File: src/rtl/rxr_pkg.sv
package rxr_pkg;

  localparam int DESC_W = 48;

  // status bit positions inside bits 47:32 of a descriptor
  localparam int ST_EMPTY = 0;
  localparam int ST_ERR   = 1;
  localparam int ST_WRAP  = 2;
  localparam int ST_IRQ   = 3;
  localparam int ST_CONT  = 7;

  typedef struct packed {
    logic [15:0] status;
    logic [31:0] ptr;
  } rxr_desc_t;

  typedef enum logic [2:0] {
    S_IDLE,
    S_FETCH,
    S_CHECK,
    S_OPEN,
    S_CLOSE
  } rxr_state_e;

  // status written back when a descriptor is closed
  function automatic logic [15:0] close_status(input logic [15:0] st, input logic err);
    logic [15:0] r;
    r           = '0;
    r[ST_WRAP]  = st[ST_WRAP];
    r[ST_IRQ]   = st[ST_IRQ];
    r[ST_CONT]  = st[ST_CONT];
    r[ST_EMPTY] = st[ST_CONT];
    r[ST_ERR]   = err;
    return r;
  endfunction

endpackage

File: src/rtl/rxr_desc_mem.sv
module rxr_desc_mem #(
  parameter int DEPTH = 16,
  parameter int DW    = 48,
  localparam int AW   = $clog2(DEPTH)
) (
  input  logic          clk,
  input  logic          en,
  input  logic          we,
  input  logic [AW-1:0] addr,
  input  logic [DW-1:0] wdata,
  output logic [DW-1:0] rdata
);

  logic [DW-1:0] store [DEPTH];

  always_ff @(posedge clk) begin
    if (en) begin
      if (we) store[addr] <= wdata;
      rdata <= store[addr];
    end
  end

endmodule

File: src/rtl/rxr_port_arb.sv
module rxr_port_arb #(
  parameter int AW = 4,
  parameter int DW = 48
) (
  input  logic          clk,
  input  logic          rst_n,
  input  logic          host_req,
  input  logic          host_wr,
  input  logic [AW-1:0] host_idx,
  input  logic [DW-1:0] host_wdata,
  output logic          host_rvalid,
  output logic          host_busy,
  input  logic          eng_en,
  input  logic          eng_we,
  input  logic [AW-1:0] eng_addr,
  input  logic [DW-1:0] eng_wdata,
  output logic          mem_en,
  output logic          mem_we,
  output logic [AW-1:0] mem_addr,
  output logic [DW-1:0] mem_wdata
);

  assign host_busy = host_req;

  always_comb begin
    if (host_req) begin
      mem_en    = 1'b1;
      mem_we    = host_wr;
      mem_addr  = host_idx;
      mem_wdata = host_wdata;
    end else begin
      mem_en    = eng_en;
      mem_we    = eng_we;
      mem_addr  = eng_addr;
      mem_wdata = eng_wdata;
    end
  end

  always_ff @(posedge clk) begin
    if (!rst_n) host_rvalid <= 1'b0;
    else        host_rvalid <= host_req && !host_wr;
  end

endmodule

File: src/rtl/rxr_ring_fsm.sv
module rxr_ring_fsm
  import rxr_pkg::*;
#(
  parameter int DEPTH = 16,
  localparam int AW   = $clog2(DEPTH),
  localparam logic [AW-1:0] LAST = AW'(DEPTH - 1)
) (
  input  logic              clk,
  input  logic              rst_n,
  input  logic              pkt_start,
  input  logic              pkt_done,
  input  logic              pkt_err,
  input  logic              host_busy,
  input  logic              base_ld,
  input  logic [AW-1:0]     base_val,
  input  logic [DESC_W-1:0] mem_rdata,
  output logic              eng_en,
  output logic              eng_we,
  output logic [AW-1:0]     eng_addr,
  output logic [DESC_W-1:0] eng_wdata,
  output logic              buf_valid,
  output logic [31:0]       buf_ptr,
  output logic              busy_ovr,
  output logic [AW-1:0]     cur_idx,
  output logic              close_evt,
  output logic              close_irq
);

  rxr_state_e state;
  rxr_desc_t  desc_q;
  rxr_desc_t  fetched;
  logic [AW-1:0] base_q;
  logic          err_q;

  function automatic logic [AW-1:0] step_idx(input logic [AW-1:0] idx, input logic wrap,
                                             input logic [AW-1:0] base);
    if (wrap)        return base;
    if (idx == LAST) return '0;
    return idx + AW'(1);
  endfunction

  assign fetched   = rxr_desc_t'(mem_rdata);
  assign buf_valid = (state == S_OPEN);
  assign buf_ptr   = desc_q.ptr;
  assign close_evt = (state == S_CLOSE) && !host_busy;
  assign close_irq = close_evt && desc_q.status[ST_IRQ];

  always_comb begin
    eng_en    = 1'b0;
    eng_we    = 1'b0;
    eng_addr  = cur_idx;
    eng_wdata = {close_status(desc_q.status, err_q), desc_q.ptr};
    if (state == S_FETCH) eng_en = !host_busy;
    if (state == S_CLOSE) begin
      eng_en = !host_busy;
      eng_we = 1'b1;
    end
  end

  always_ff @(posedge clk) begin
    if (!rst_n) begin
      state    <= S_IDLE;
      desc_q   <= '0;
      err_q    <= 1'b0;
      busy_ovr <= 1'b0;
      cur_idx  <= '0;
      base_q   <= '0;
    end else begin
      busy_ovr <= 1'b0;
      unique case (state)
        S_IDLE:  if (pkt_start) state <= S_FETCH;
        S_FETCH: if (!host_busy) state <= S_CHECK;
        S_CHECK: begin
          if (fetched.status[ST_EMPTY]) begin
            desc_q <= fetched;
            state  <= S_OPEN;
          end else begin
            busy_ovr <= 1'b1;
            state    <= S_IDLE;
          end
        end
        S_OPEN: begin
          if (pkt_done) begin
            err_q <= pkt_err;
            state <= S_CLOSE;
          end
        end
        S_CLOSE: begin
          if (!host_busy) begin
            cur_idx <= step_idx(cur_idx, desc_q.status[ST_WRAP], base_q);
            state   <= S_IDLE;
          end
        end
        default: state <= S_IDLE;
      endcase
      if (base_ld) begin
        base_q  <= base_val;
        cur_idx <= base_val;
      end
    end
  end

endmodule

File: src/rtl/rxr_int_coal.sv
module rxr_int_coal #(
  parameter int AW    = 4,
  parameter int CNT_W = 8
) (
  input  logic             clk,
  input  logic             rst_n,
  input  logic             evt,
  input  logic [AW-1:0]    evt_idx,
  input  logic             cnt_load,
  input  logic [CNT_W-1:0] cnt_val,
  input  logic             gint_clr,
  output logic             exc_push,
  output logic [AW-1:0]    exc_idx,
  output logic [CNT_W-1:0] int_cnt,
  output logic             gint_status,
  output logic             irq
);

  logic fire;

  function automatic logic [CNT_W-1:0] dec_sat(input logic [CNT_W-1:0] c);
    return (c == '0) ? c : c - CNT_W'(1);
  endfunction

  assign fire = evt && !cnt_load && (int_cnt == CNT_W'(1));

  always_ff @(posedge clk) begin
    if (!rst_n) begin
      exc_push    <= 1'b0;
      exc_idx     <= '0;
      int_cnt     <= '0;
      gint_status <= 1'b0;
      irq         <= 1'b0;
    end else begin
      exc_push <= evt;
      if (evt) exc_idx <= evt_idx;
      if (cnt_load)  int_cnt <= cnt_val;
      else if (evt)  int_cnt <= dec_sat(int_cnt);
      irq <= fire;
      if (fire)          gint_status <= 1'b1;
      else if (gint_clr) gint_status <= 1'b0;
    end
  end

endmodule

File: src/rtl/rxr_ring_ctrl.sv
module rxr_ring_ctrl
  import rxr_pkg::*;
#(
  parameter int DEPTH = 16,
  parameter int CNT_W = 8,
  localparam int IDX_W = $clog2(DEPTH)
) (
  input  logic              clk,
  input  logic              rst_n,
  input  logic              host_req,
  input  logic              host_wr,
  input  logic [IDX_W-1:0]  host_idx,
  input  logic [DESC_W-1:0] host_wdata,
  output logic [DESC_W-1:0] host_rdata,
  output logic              host_rvalid,
  input  logic              base_ld,
  input  logic [IDX_W-1:0]  base_val,
  input  logic              rx_int_en,
  input  logic              cnt_load,
  input  logic [CNT_W-1:0]  cnt_val,
  input  logic              gint_clr,
  output logic              gint_status,
  output logic              irq,
  input  logic              pkt_start,
  input  logic              pkt_done,
  input  logic              pkt_err,
  output logic              buf_valid,
  output logic [31:0]       buf_ptr,
  output logic [IDX_W-1:0]  buf_idx,
  output logic              busy_ovr,
  output logic [IDX_W-1:0]  cur_idx,
  output logic              exc_push,
  output logic [IDX_W-1:0]  exc_idx,
  output logic [CNT_W-1:0]  int_cnt
);

  logic              host_busy;
  logic              eng_en, eng_we;
  logic [IDX_W-1:0]  eng_addr;
  logic [DESC_W-1:0] eng_wdata;
  logic              mem_en, mem_we;
  logic [IDX_W-1:0]  mem_addr;
  logic [DESC_W-1:0] mem_wdata, mem_rdata;
  logic              close_evt, close_irq, push_evt;

  assign host_rdata = mem_rdata;
  assign buf_idx    = cur_idx;
  assign push_evt   = close_irq && rx_int_en;

  rxr_desc_mem #(.DEPTH(DEPTH), .DW(DESC_W)) u_mem (
    .clk(clk), .en(mem_en), .we(mem_we), .addr(mem_addr),
    .wdata(mem_wdata), .rdata(mem_rdata)
  );

  rxr_port_arb #(.AW(IDX_W), .DW(DESC_W)) u_arb (
    .clk(clk), .rst_n(rst_n),
    .host_req(host_req), .host_wr(host_wr), .host_idx(host_idx),
    .host_wdata(host_wdata), .host_rvalid(host_rvalid), .host_busy(host_busy),
    .eng_en(eng_en), .eng_we(eng_we), .eng_addr(eng_addr), .eng_wdata(eng_wdata),
    .mem_en(mem_en), .mem_we(mem_we), .mem_addr(mem_addr), .mem_wdata(mem_wdata)
  );

  rxr_ring_fsm #(.DEPTH(DEPTH)) u_fsm (
    .clk(clk), .rst_n(rst_n),
    .pkt_start(pkt_start), .pkt_done(pkt_done), .pkt_err(pkt_err),
    .host_busy(host_busy), .base_ld(base_ld), .base_val(base_val),
    .mem_rdata(mem_rdata),
    .eng_en(eng_en), .eng_we(eng_we), .eng_addr(eng_addr), .eng_wdata(eng_wdata),
    .buf_valid(buf_valid), .buf_ptr(buf_ptr), .busy_ovr(busy_ovr),
    .cur_idx(cur_idx), .close_evt(close_evt), .close_irq(close_irq)
  );

  rxr_int_coal #(.AW(IDX_W), .CNT_W(CNT_W)) u_coal (
    .clk(clk), .rst_n(rst_n),
    .evt(push_evt), .evt_idx(cur_idx),
    .cnt_load(cnt_load), .cnt_val(cnt_val), .gint_clr(gint_clr),
    .exc_push(exc_push), .exc_idx(exc_idx), .int_cnt(int_cnt),
    .gint_status(gint_status), .irq(irq)
  );

endmodule

File: config.mk
export PLATFORM = sky130hd
export DESIGN_NAME = rxr_ring_ctrl
export DESIGN_NICKNAME = d
export VERILOG_FILES = /design/src/rtl/rxr_pkg.sv /design/src/rtl/rxr_desc_mem.sv /design/src/rtl/rxr_port_arb.sv /design/src/rtl/rxr_ring_fsm.sv /design/src/rtl/rxr_int_coal.sv /design/src/rtl/rxr_ring_ctrl.sv
export SDC_FILE = /design/constraint.sdc
export NUM_CORES = 1
export LEC_CHECK = 0
export ABC_AREA = 1
export CAP_MARGIN = 20
export CORE_ASPECT_RATIO = 1.4
export CORE_MARGIN = 4
export CORE_UTILIZATION = 30
export DETAILED_ROUTE_END_ITERATION = 10
export SYNTH_ARGS = -nofsm -noshare
export SYNTH_HDL_FRONTEND = slang
export SYNTH_SLANG_ARGS = --single-unit
File: constraint.sdc
create_clock -name clk -period 11.95 [get_ports clk]
set_input_delay 1.195 -clock clk [delete_from_list [all_inputs] [get_ports clk]]
set_output_delay 1.195 -clock clk [all_outputs]
set_load 0.01 [all_outputs]
; Yosys cells after proc, flatten, opt, wreduce, memory -nomap -nowiden
; Memory sizes are Yosys's and may differ from the RTL's. A register that Yosys moved wholly into a read port is not among the register bits.
; Cells that the tools add are included.
[word_totals]
regBits = 69
mem_bits_rw = 768
inputBits = 75
out_inout_bits = 106
elab_cells = 86
memories = 1
[mem_list]
columns = name, depth, word_bits, rd, rd_ports_with_merged_regs, wr, line_no
row1 = u_mem.store, 16, 48, 1, 1, 1, rxr_desc_mem.sv:14  ; logic [DW-1:0] store [DEPTH];
[classes]
add_sub_neg = 2
eq_ne = 12
mux = 38
reduce_logical = 20
[ops]
columns = cell, count
row1 = 48-bit 2-to-1 mux, 1
row2 = 4-bit 2-to-1 mux, 8
row3 = 8-bit 2-to-1 mux, 3
row4 = 1-bit 2-to-1 mux, 20
row5 = 3-bit case mux with 5 select lines, 1
row6 = 3-bit 2-to-1 mux, 4
row7 = "2-bit != test, second input constant", 5
row8 = 2-bit AND reduction, 5
row9 = "8-bit by 1-bit equality test with 1-bit output, second input constant", 1
row10 = 8-bit zero test, 1
row11 = "8-bit by 1-bit subtractor with 8-bit output, second input constant", 1
row12 = "3-bit by 2-bit equality test with 1-bit output, second input constant", 2
row13 = 1-bit logical AND, 6
row14 = 2-bit nonzero test, 3
row15 = "4-bit by 1-bit adder with 4-bit output, second input constant", 1
row16 = "4-bit equality test, second input constant", 1
row17 = 4-bit AND reduction, 1
row18 = "3-bit by 1-bit equality test with 1-bit output, second input constant", 1
row19 = "3-bit equality test, second input constant", 1
row20 = 1-bit zero test, 3
row21 = 3-bit zero test, 1
row22 = 2-bit 2-to-1 mux, 1
row23 = "2-bit by 1-bit != test with 1-bit output, second input constant", 1

; Logic depth before layout (Yosys ltp)
[depth]
depth_word = 13
mapped_depth = 13
mapped_depth_nobuf = 11

; Hierarchy
; Synthesis repeated with hierarchy kept, for this count alone.
[unflattened]
cells_unflattened = 3774
area_unflattened_um2 = 37609.8
[by_module_without_submodules]
columns = mod, instances, cells_per_inst, area_each_um2, seq_area_each_um2
row1 = rxr_desc_mem, 1, 3157, 33722.3, 24503.5
row2 = rxr_ring_fsm, 1, 306, 2262.2, 960.9
row3 = rxr_int_coal, 1, 127, 839.6, 300.3
row4 = rxr_port_arb, 1, 178, 748.2, 20.0
row5 = rxr_ring_ctrl, 1, 6, 37.5, 0.0

; Least setup slack after synthesis
; Ideal clock, no wire load.
[synth_path]
path_kind = input port to flip-flop
from = in host_req
to = mem u_mem.store[12][0] (enable)
setup_ns = 0.454
arrival_ns = 4.143
required_ns = 11.496
setup_slack_ns = 7.354
cell_stages = 7
n_path_buf = 2
path_cell_list = o21ai_2 inv_1 nor2_1 buf_2 buf_2 nand2_1 nor2_1
[synth_via]
elab_chain_len = 6
elab_cells_between_ends = 9
cone_classes = mux: 8 / reduce/logical: 1
[synth_rtl]
columns = item, line_no
row1 = "start, declared", rxr_ring_ctrl.sv:10  ; input logic host_req,
row2 = 1-bit zero test, "rxr_ring_fsm.sv:53, rxr_ring_fsm.sv:55"
row3 = 1-bit 2-to-1 mux, rxr_ring_fsm.sv:53  ; if (state == S_FETCH) eng_en = !host_busy;
row4 = 1-bit 2-to-1 mux, rxr_ring_fsm.sv:54  ; if (state == S_CLOSE) begin
row5 = 1-bit 2-to-1 mux, rxr_port_arb.sv:26  ; if (host_req) begin
row6 = 1-bit 2-to-1 mux, rxr_desc_mem.sv:17  ; if (en) begin
row7 = 1-bit 2-to-1 mux (implied by the code), rxr_desc_mem.sv:18  ; if (we) store[addr] <= wdata;
row8 = "end, declared", rxr_desc_mem.sv:14
; Several ways; a longest one is shown, not always the timed one.

; Final worst setup path
[layout_path]
from = in host_req
to = mem u_mem.store[8][46] (enable)
; The elaborated chain is that of the path after synthesis.

==> results.md <==
* CP Data Required Time at 12.21 ns
* Largest net degree at the start of global routing at 195
* Flop pwr share at 49.9%
* Die Width at 307 um
* PortBufs at 180
* CP delay by family, top: buffers and inverters
* Internal cell power at 0.00535 W
* Max_cap viols at 0
* Total GRT Usage at 16.3%
* Final TNS setup at 0 ns
* Synth cell types at 25
* Max Clk Rate at 0.185 GHz
* CTS Hold Bufs at 0
* Crit path buf inv count at 5
* Synth warn at 0
* Top-area cell type share of the netlist area at 65.1%
* Pleak at 17.7 nW
* Post-synthesis compound-gate area fraction at 1.10%
* Post-synthesis sequential area ratio at 68.5%
* Min-Delay Path Class: reg -> reg
* Antenna Violating Nets Remaining at 0
* DR DRC count at 0
* Fillcell total at 12300
* Post_cts resized at 0
* Routed WL per cell at 19.8 um
* Synth Area in XOR/XNOR at 0.0465%
* Final period util at 45.2%
* RD Place Congestion at 0.784
* GR Overflow Total at 0
* Post-Synthesis Cells at 3773
* Initial antenna violation count at 7
* DRT Pass-1 Iters at 6
* CP max FO at 71
* Routed vias/inst at 4.77
* Core ar. at 124000 um^2
* Mux cell area share after synthesis at 0%
* Clk_skew at 0.0345 ns
* Minimum clock period after layout at 5.40 ns
* Clock buffer count from CTS at 92
* HPWL Detailed at 58.0 mm
* Top Ports at 181
* Post-Synth Adder-Cell Area at 0.133%
* Syn nets at 3852
* CP dominant cell by count: buf_4
* Final Setup Violations at 0
* Comb power frac at 11.6%
* Max-slew violation count at 0
* #FFs+latches synth at 880
* Final nets at 3922
* Post-Route WL at 110 mm
* First-pass GRT wire length at 162 mm
* Area grow syn2layout at 16.1%
* Syn Std Cell Area at 37700 um^2
* Max Buffers Root-to-Sink at 3
* Layout cell share with drive strength beyond 1 at 5.52%
* Pwr per Cell Area at 164 nW/um^2
* CP Class: in -> reg
* Die height at 427 um
* Worst-Skew Late Latency at 0.65 ns
* Vias at 26500
* Clock root cell: clkbuf_16
* Maximum VDD drop at 0.000114 V
* Slowest CP cell: nor2_4
* Crit path cell chain: buf_4 > buf_4 > nand2_1 > nand2_4 > buf_4 > inv_6 > nand2_1 > nor2_4 > buf_4
* Crit end category: register
* Clock sink count at 880
* Switch Pwr at 0.00182 W
* Initial core utilization at 30.3%
* Final hold viol count at 0
* Simple-gate area share of the yosys netlist at 25.5%
* Main area contributors after synthesis: edfxtp_1 65%, nand2_1 19%, nand3_1 5.3%
* RSZ-0062 raised after global routing: false
* Sw frac at 25.4%
* Number of global-route vias before repair at 25200
* Clock power frac at 38.4%
* Post-CTS Setup Bufs at 0
* CTS tree: done
* CP Launch Type: primary input
* Largest family of logic cells by synthesized area: simple AND/OR/NAND/NOR gates
* Slew headroom at 12.6%
* CP arrival at 5.67 ns
* Least-Margin Pin Slew at 1.31 ns
* DRT iter0 DRCs at 2715
* Fin util at 35.1%
* H-tree Lvls at 3
* FP Rows at 153
* Die Area at 131000 um^2
* Cell taking the most area after synthesis: edfxtp_1
* Worst-path clk slew at 0.06 ns
* Largest stage delay, worst path at 0.94 ns
* Syn avg cell area at 9.98 um^2
* Status: complete, no violations
* Final hold slack at 0.454 ns
cell usage after synthesis (all sizes together):
cell    instances
inv           138
or2             2
a21oi          18
xor2            2
edfxtp        816
clkbuf         61
ha              4
o21ai          60
nor2          132
nand3         396
o211ai          2
nor3            3
dfxtp          64
nand2        1880
nand4           2
clkinv          3
buf           189
nor3b           1
worst paths after layout:
kind | from | to | slack, ns | depth (start not counted)
worst max register to register | u_fsm.cur_idx[1] | u_mem.store[8][46] | 7.28 | 7
worst min-delay path | u_fsm.err_q | u_fsm.err_q | 0.45 | 2
worst max-delay path | host_req | u_mem.store[8][46] | 6.55 | 9
worst min register to register | u_fsm.err_q | u_fsm.err_q | 0.45 | 2
metrics by stage:
step	worst slack, ns	std cells	total power (W)	instance area, um^2
final	6.55	5545	0.00716	43700
after global routing	6.31	5540	0.00745	43700
after CTS	6.50	5537	0.00723	43600
after detailed placement	5.82	5374	0.00448	40800
after global placement	5.84	5373	0.00448	40800
after floorplan	7.35	3773	0.00409	37700
state kept, by name, summed over array words and instances, names as in the netlist:
| register | cells |
|---|---|
| u_fsm.base_q | 4 |
| u_coal.gint_status | 1 |
| u_arb.host_rvalid | 1 |
| u_fsm.eng_wdata | 3 |
| u_coal.irq | 1 |
| u_mem.rdata | 48 |
| u_coal.exc_idx | 4 |
| u_fsm.cur_idx | 4 |
| u_coal.int_cnt | 8 |
| u_fsm.busy_ovr | 1 |
| u_coal.exc_push | 1 |
| u_fsm.err_q | 1 |
| u_mem.store | 768 |
| u_fsm.state | 3 |
| u_fsm.buf_ptr | 32 |
routing by layer:
| layer | vias to the layer above | global-route usage [%] | routed length, um |
|---|---|---|---|
| met1 | 12800 | 21.7 | 46500 |
| met4 | 0 | 4.68 | 2340 |
| met3 | 143 | 2.88 | 8560 |
| met5 | - | 0 | 0 |
| li1 | 12500 | - | - |
| met2 | 947 | 27.5 | 52400 |
logic make-up (layout without fill, tap and decap cells):
kind of cell,count (synthesis),after routing
compound gates,80,80
xor+xnor,2,2
fa+ha+maj,4,4
buf+inv,391,530
flops,880,880
other cells,0,6
simple gates,2416,2416
tightest hold or removal path, stage by stage, from the launching register on:
cell and delay, ns:
dfxtp_1 0.29, inv_1 0.06, a21oi_1 0.05
cell type report:
| class | count | area (um^2) | share of cell area, % |
|---|---|---|---|
| Antenna cell | 6 | 15.0 | 0.0343 |
| Sequential cell | 880 | 25800 | 59.0 |
| Clock inverter | 49 | 419 | 0.959 |
| Tap cell | 1627 | 2040 | 4.66 |
| Timing Repair Buffer | 226 | 2210 | 5.06 |
| Inverter | 141 | 534 | 1.22 |
| Clock buffer | 114 | 2430 | 5.57 |
| Multi-Input combinational cell | 2502 | 10300 | 23.5 |
cell usage in the layout (no fill, tap or decap), types with 4 or more instances in the layout:
master           instances
clkinvlp_4               5
edfxtp_1               816
o21ai_0                 58
clkdlybuf4s50_1        178
buf_4                   43
diode_2                  6
dfxtp_1                 64
nand2_1               1873
nor2_1                 112
clkbuf_8                 5
clkinv_1                15
clkbuf_1                17
clkbuf_16               92
a21oi_1                 18
clkinv_2                19
nand3_1                394
ha_1                     4
inv_1                  136
nor2_4                  20
bufinv_16                6
power groups by stage:
stage          Sequential, W  Clock, W  Combinational, W
2_1_floorplan        0.00363         0          0.000463
3_3_place_gp         0.00365         0          0.000828
3_5_place_dp         0.00365         0          0.000838
4_1_cts              0.00358   0.00280          0.000842
5_1_grt              0.00359   0.00293          0.000923
6_report             0.00358   0.00275          0.000833
(Power assumes the default switching activity.)
